<file path="config.mk">
export PLATFORM = sky130hd
export DESIGN_NAME = sensor_fault_mon
export DESIGN_NICKNAME = d
export VERILOG_FILES = /design/src/rtl/sensor_fault_pkg.sv /design/src/rtl/sense_sync.sv /design/src/rtl/fault_decode.sv /design/src/rtl/flag_reg.sv /design/src/rtl/sensor_fault_mon.sv
export SDC_FILE = /design/constraint.sdc
export NUM_CORES = 1
export LEC_CHECK = 0
export ABC_AREA = 1
export CORE_AREA = 2 2 39 41
export CTS_CLUSTER_SIZE = 16
export DETAILED_ROUTE_END_ITERATION = 10
export DIE_AREA = 0 0 41 43
export PLACE_DENSITY_LB_ADDON = 0.15
export REMOVE_ABC_BUFFERS = 1
export SLEW_MARGIN = 20
export SYNTH_ARGS = -nofsm -noshare
export SYNTH_HDL_FRONTEND = slang
export SYNTH_SLANG_ARGS = --single-unit
</file>
<file path="constraint.sdc">
create_clock -name clk_i -period 1.5 [get_ports clk_i]
set_input_delay 0.3 -clock clk_i [delete_from_list [all_inputs] [get_ports clk_i]]
set_output_delay 0.3 -clock clk_i [all_outputs]
set_load 0.02 [all_outputs]
</file>
<file path="src/rtl/sensor_fault_pkg.sv">
package sensor_fault_pkg;

  localparam int unsigned SENSE_W = 4;
  localparam int unsigned HI_BIT = 0;
  localparam int unsigned LO_BIT = 1;
  localparam int unsigned PAIR_A = 2;
  localparam int unsigned PAIR_B = 3;
  localparam int unsigned LO_THRESH = 2;

  typedef logic [SENSE_W-1:0] sense_t;
  typedef logic [1:0] evcnt_t;

  // distinct low-priority events: the single sensor plus the merged pair
  function automatic evcnt_t low_events(input sense_t s);
    evcnt_t n;
    n = '0;
    if (s[LO_BIT]) n = n + evcnt_t'(1);
    if (s[PAIR_A] || s[PAIR_B]) n = n + evcnt_t'(1);
    return n;
  endfunction

  function automatic logic fault_by_count(input sense_t s);
    return s[HI_BIT] || (low_events(s) >= evcnt_t'(LO_THRESH));
  endfunction

endpackage

</file>
<file path="src/rtl/sense_sync.sv">
module sense_sync #(
  parameter int unsigned W      = 4,
  parameter int unsigned STAGES = 2
) (
  input  logic         clk_i,
  input  logic         rst_ni,
  input  logic [W-1:0] d_i,
  output logic [W-1:0] q_o
);

  generate
    if (STAGES == 0) begin : g_bypass
      assign q_o = d_i;
    end else begin : g_chain
      logic [STAGES-1:0][W-1:0] stg;

      always_ff @(posedge clk_i or negedge rst_ni) begin
        if (!rst_ni) begin
          stg <= '0;
        end else begin
          stg[0] <= d_i;
          for (int i = 1; i < int'(STAGES); i++) begin
            stg[i] <= stg[i-1];
          end
        end
      end

      assign q_o = stg[STAGES-1];

      if (STAGES >= 2) begin : g_chk
        AST_SYNC_SHIFT: assert property (@(posedge clk_i) disable iff (!rst_ni)
          stg[1] == $past(stg[0]));
      end
    end
  endgenerate

endmodule

</file>
<file path="src/rtl/fault_decode.sv">
module fault_decode
  import sensor_fault_pkg::*;
(
  input  sense_t ev_i,
  output logic   pair_hit_o,
  output evcnt_t low_cnt_o,
  output logic   fault_o
);

  localparam int unsigned N_TERMS = 3;

  logic [N_TERMS-1:0] term;

  // minimal sum of products: hi | lo&pairA | lo&pairB
  assign term[0] = ev_i[HI_BIT];
  assign term[1] = ev_i[LO_BIT] & ev_i[PAIR_A];
  assign term[2] = ev_i[LO_BIT] & ev_i[PAIR_B];

  assign fault_o    = |term;
  assign pair_hit_o = ev_i[PAIR_A] | ev_i[PAIR_B];
  assign low_cnt_o  = low_events(ev_i);

endmodule

</file>
<file path="src/rtl/flag_reg.sv">
module flag_reg #(
  parameter bit ENABLE = 1'b1
) (
  input  logic clk_i,
  input  logic rst_ni,
  input  logic d_i,
  output logic q_o
);

  generate
    if (ENABLE) begin : g_reg
      logic q_r;
      always_ff @(posedge clk_i or negedge rst_ni) begin
        if (!rst_ni) q_r <= 1'b0;
        else         q_r <= d_i;
      end
      assign q_o = q_r;

      AST_FLAG_FOLLOWS: assert property (@(posedge clk_i) disable iff (!rst_ni)
        $past(rst_ni) |-> q_o == $past(d_i));
    end else begin : g_comb
      assign q_o = d_i;
    end
  endgenerate

endmodule

</file>
<file path="src/rtl/sensor_fault_mon.sv">
module sensor_fault_mon
  import sensor_fault_pkg::*;
#(
  parameter int unsigned SYNC_STAGES = 2,
  parameter bit          OUT_REG     = 1'b1
) (
  input  logic       clk_i,
  input  logic       rst_ni,
  input  logic [3:0] sense_i,
  output logic       fault_o
);

  localparam int unsigned LATENCY = SYNC_STAGES + (OUT_REG ? 1 : 0);

  sense_t dec_in;
  logic   pair_hit;
  evcnt_t low_cnt;
  logic   dec_fault;

  sense_sync #(.W(SENSE_W), .STAGES(SYNC_STAGES)) u_sync (
    .clk_i (clk_i),
    .rst_ni(rst_ni),
    .d_i   (sense_i),
    .q_o   (dec_in)
  );

  fault_decode u_dec (
    .ev_i      (dec_in),
    .pair_hit_o(pair_hit),
    .low_cnt_o (low_cnt),
    .fault_o   (dec_fault)
  );

  flag_reg #(.ENABLE(OUT_REG)) u_flag (
    .clk_i (clk_i),
    .rst_ni(rst_ni),
    .d_i   (dec_fault),
    .q_o   (fault_o)
  );

  AST_HIPRI_FORCES: assert property (@(posedge clk_i) disable iff (!rst_ni)
    dec_in[HI_BIT] |-> dec_fault);

  AST_PAIR_ALONE_QUIET: assert property (@(posedge clk_i) disable iff (!rst_ni)
    (!dec_in[HI_BIT] && !dec_in[LO_BIT]) |-> !dec_fault);

  AST_PAIR_MERGED: assert property (@(posedge clk_i) disable iff (!rst_ni)
    (dec_in[LO_BIT] && pair_hit) |-> dec_fault);

  AST_SOP_MATCHES_COUNT: assert property (@(posedge clk_i) disable iff (!rst_ni)
    dec_fault == (dec_in[HI_BIT] || low_cnt >= evcnt_t'(LO_THRESH)));

  initial begin
    AST_LATENCY_SANE: assert (LATENCY <= 8);
  end

endmodule

</file>
Yosys cells after proc, flatten, opt, wreduce, memory -nomap -nowiden
Cells that the tools add are included.
{"block": "word_totals", "inputBits": 6, "latchBits": 0, "rom_bits": 0, "mem_count": 0, "elab_cells": 6, "ram_bits": 0, "register_bits": 9, "output_inout_bits": 1}
{"block": "classes", "order_cmp": 0, "eq_ne": 0, "n_addsub": 0, "shift": 0, "div": 0, "n_reduce_logical": 1, "mux": 0, "n_bitwise": 2, "n_mul": 0}
{"operator": "OR reduction 3 bit", "count": 1}
{"operator": "AND 1 bit", "count": 2}

Depth between registers and ports, before layout
{"block": "logic_depth", "ltp_word": 2, "ltp_mapped": 2}

By module
Synthesis repeated with hierarchy kept, for this count alone.
{"block": "unflattened", "cells_unflattened": 19, "hier_area_um2": 290.3}
{"mod": "sense_sync", "cells_per_inst": 12, "n_inst": 1, "area_per_inst_um2": 230.2}
{"mod": "fault_decode", "cells_per_inst": 6, "n_inst": 1, "area_per_inst_um2": 35.0}
{"mod": "flag_reg", "cells_per_inst": 1, "n_inst": 1, "area_per_inst_um2": 25.0}

Least setup slack after synthesis
OpenSTA, ideal clock, no wires.
{"block": "synth_timing", "path_type": "flip-flop to output port", "startpoint": "register u_flag.g_reg.q_r, in the netlist u_flag.q_o", "endpoint": "output fault_o", "t_required_ps": 1200, "arrival_time_ps": 416, "stages_incl_launch_ff": 1, "path_slack_ps": 784, "path_cell_list": "dfrtp_1"}
{"item": "start: declaration", "line": "flag_reg.sv:12", "text": "logic q_r;"}
{"item": "start signal: assignment", "line": "flag_reg.sv:15", "text": "else q_r <= d_i;"}
{"item": "end: declaration", "line": "sensor_fault_mon.sv:10", "text": "output logic fault_o"}
No word-level cell between the ends.

Worst setup path in the final report
{"block": "layout_timing", "startpoint": "register u_flag.g_reg.q_r, in the netlist u_flag.q_o", "endpoint": "output fault_o"}
No word-level cell between the ends.

==> impl_metrics.tcl <==
set metrics [dict create \
    num_vias 120 \
    crit_path_end_kind "primary output" \
    worstMarginPinSlew_ns 0.385 \
    clock_latency_ns 0.25 \
    finalWirelength_um 297 \
    start_kind "flop" \
    rows 14 \
    track_usage_pct 5.29 \
    slew_headroom_pct 74.2 \
    yosysWarnings 0 \
    synth-seq-area-share_pct 91.4 \
    dp_slack_ns 0.308 \
    port-buffer-count 6 \
    worst_ep_required_time_ns 1.20 \
    boundaryPins 7 \
    post-route-min-period_ns 1.10 \
    nNetsFinal 30 \
    core_area_um2 1380 \
    grt_pass1_vias 128 \
    crit_chain "dlymetal6s2s_1" \
    drtAntennaViolNets 0 \
    synth_cells 13 \
    power.total_uw 465 \
    netlist_area_um2 246 \
    cpMaxStageDelayCell "dfrtp_1" \
    cp_data_arrival_time_ns 0.80 \
    crit_type "reg -> out" \
    maxCapViolCount 0 \
    yosys-top-cells-area "dfrtp_1 (91%), nand3_2 (4.1%), nand2_1 (3.0%)" \
    grt_max_degree 10 \
    synth_top_area_share_pct 91.4 \
    rsz0062_at_grt "false" \
    crit_family "flip-flops" \
    antenna_found_initial 0 \
    fin_cells 39 \
    layout_common_cells "dfrtp_1 (9), clkdlybuf4s50_1 (5), clkbuf_4 (3)" \
    slew_viol_final 0 \
    p_leak_nw 0.161 \
    firstDrtPassIters 2 \
    hold_class "in -> async" \
    worst-path-buf-inv 1 \
    cts.clk_slew.worst_paths_ns 0.06 \
    cts-root-buf "clkbuf_4" \
    gp_congestion 0.581 \
    viasPerCell 3.08 \
    setup_viol 0 \
    fmax_mhz 906 \
    grt_overflow 0 \
    power.density_nw_per_um2 1310 \
    crit_path_max_incr_delay_ns 0.35 \
    drive_gt1_share_pct 17.4 \
    area_delta_synth_final_pct 44.2 \
    start_util_pct 17.8 \
    fin_crit_sh_pct 73.6 \
    ctsHtreeMaxLevel 1 \
    drt-initial-drc-count 1 \
    grt_pass1_wl_um 538 \
    worst-path-max-fanout 1 \
    clock_sinks 9 \
    peakVddDrop_mv 0.353 \
    diodes 0 \
    finalHoldViolCount 0 \
    yosysTopAreaCell "dfrtp_1" \
    status "completed" \
    synth_cell_types 4 \
    routedWlPerCell_um 7.62 \
    worst_slack_ns 0.396 \
    place_hpwl_um 214 \
    fp.dieW_um 41 \
    tns_ns 0 \
    dp.cells 35 \
    die-area_um2 1760 \
    numCtsBuffers 3 \
    placed_cell_area_um2 327 \
    cts_tree "yes" \
    skew_ns 0.00734 \
    avgSynthCellArea_um2 19.0 \
    die_h_um 43 \
    clockBufferDepth 2 \
    drc 0 \
    layout.cells.most_common "dfrtp_1" \
    yosys_register_bits 9 \
    fill_cells 149 \
    fin_area_um2 355 \
]
[area by class of cell]
class	instances	area (um2)	area share, %
Sequential cell	9	225	63.4
Inverter	1	3.75	1.06
Tap cell	16	20.0	5.63
Timing Repair Buffer	6	62.6	17.6
Clock buffer	4	26.3	7.39
Multi-Input combinational cell	3	17.5	4.93
[stage by stage]
stage / hold WS (ns) / util [%]
after floorplan: 0.00441 / -
after global placement: 0.333 / 23.6
after detailed placement: 0.335 / 23.6
after CTS: 0.338 / 25.5
after global routing: 0.349 / 25.7
final: 0.330 / 25.7
[kinds of logic (layout without fill, tap and decap cells)]
family / Yosys count / count (layout) / synth area share, %
flops: 9 / 9 / 91.4
simple gates: 3 / 3 / 7.11
buf+inv: 1 / 11 / 1.52
[path summary, 6_finish.rpt]
| kind | start | end | slack [ns] | cells after the start |
|---|---|---|---|---|
| min | rst_ni | u_flag.q_o | 0.33 | 1 |
| max in group asynchronous | rst_ni | u_sync.g_chain.stg[1] | 0.89 | 1 |
| max | u_flag.q_o | fault_o | 0.40 | 1 |
| min reg2reg | u_sync.g_chain.stg[1] | u_sync.q_o[1] | 0.35 | 0 |
| min in group clk_i | u_sync.g_chain.stg[1] | u_sync.q_o[1] | 0.35 | 0 |
| max reg2reg | u_sync.q_o[2] | u_flag.q_o | 0.89 | 2 |
[layer usage]
| layer | share of wire [%] | GRT usage [%] | routed length [um] | vias up |
|---|---|---|---|---|
| met3 | 13 | 3.66 | 39 | 2 |
| met1 | 36 | 5.70 | 107 | 54 |
| li1 | - | - | - | 59 |
| met5 | 0 | 0 | 0 | - |
| met4 | 2.4 | 8.00 | 7 | 0 |
| met2 | 48 | 5.00 | 143 | 5 |
[where the power goes]
group          switching (mW)  internal [mW]  total, mW
sequential            0.00299          0.255      0.258
combinational          0.0104         0.0156     0.0260
clock                  0.0781          0.102      0.180
total                  0.0915          0.373      0.465
[Yosys cell counts, drive strengths merged]
cell type / count
dfrtp: 9
nand2: 2
inv: 1
nand3: 1
[state kept, by name, summed over array words and instances (netlist names)]
| register | cells |
|---|---|
| u_flag.q_o | 1 |
| u_sync.g_chain.stg | 4 |
| u_sync.q_o | 4 |
[repair_timing]
action,CTS,global route
buffers inserted,0,0
hold endpoints to repair,0,0
gates resized for setup,0,1
setup endpoints to repair,0,1
hold buffers,0,0
No activity file was read; power rests on OpenSTA's default activity.
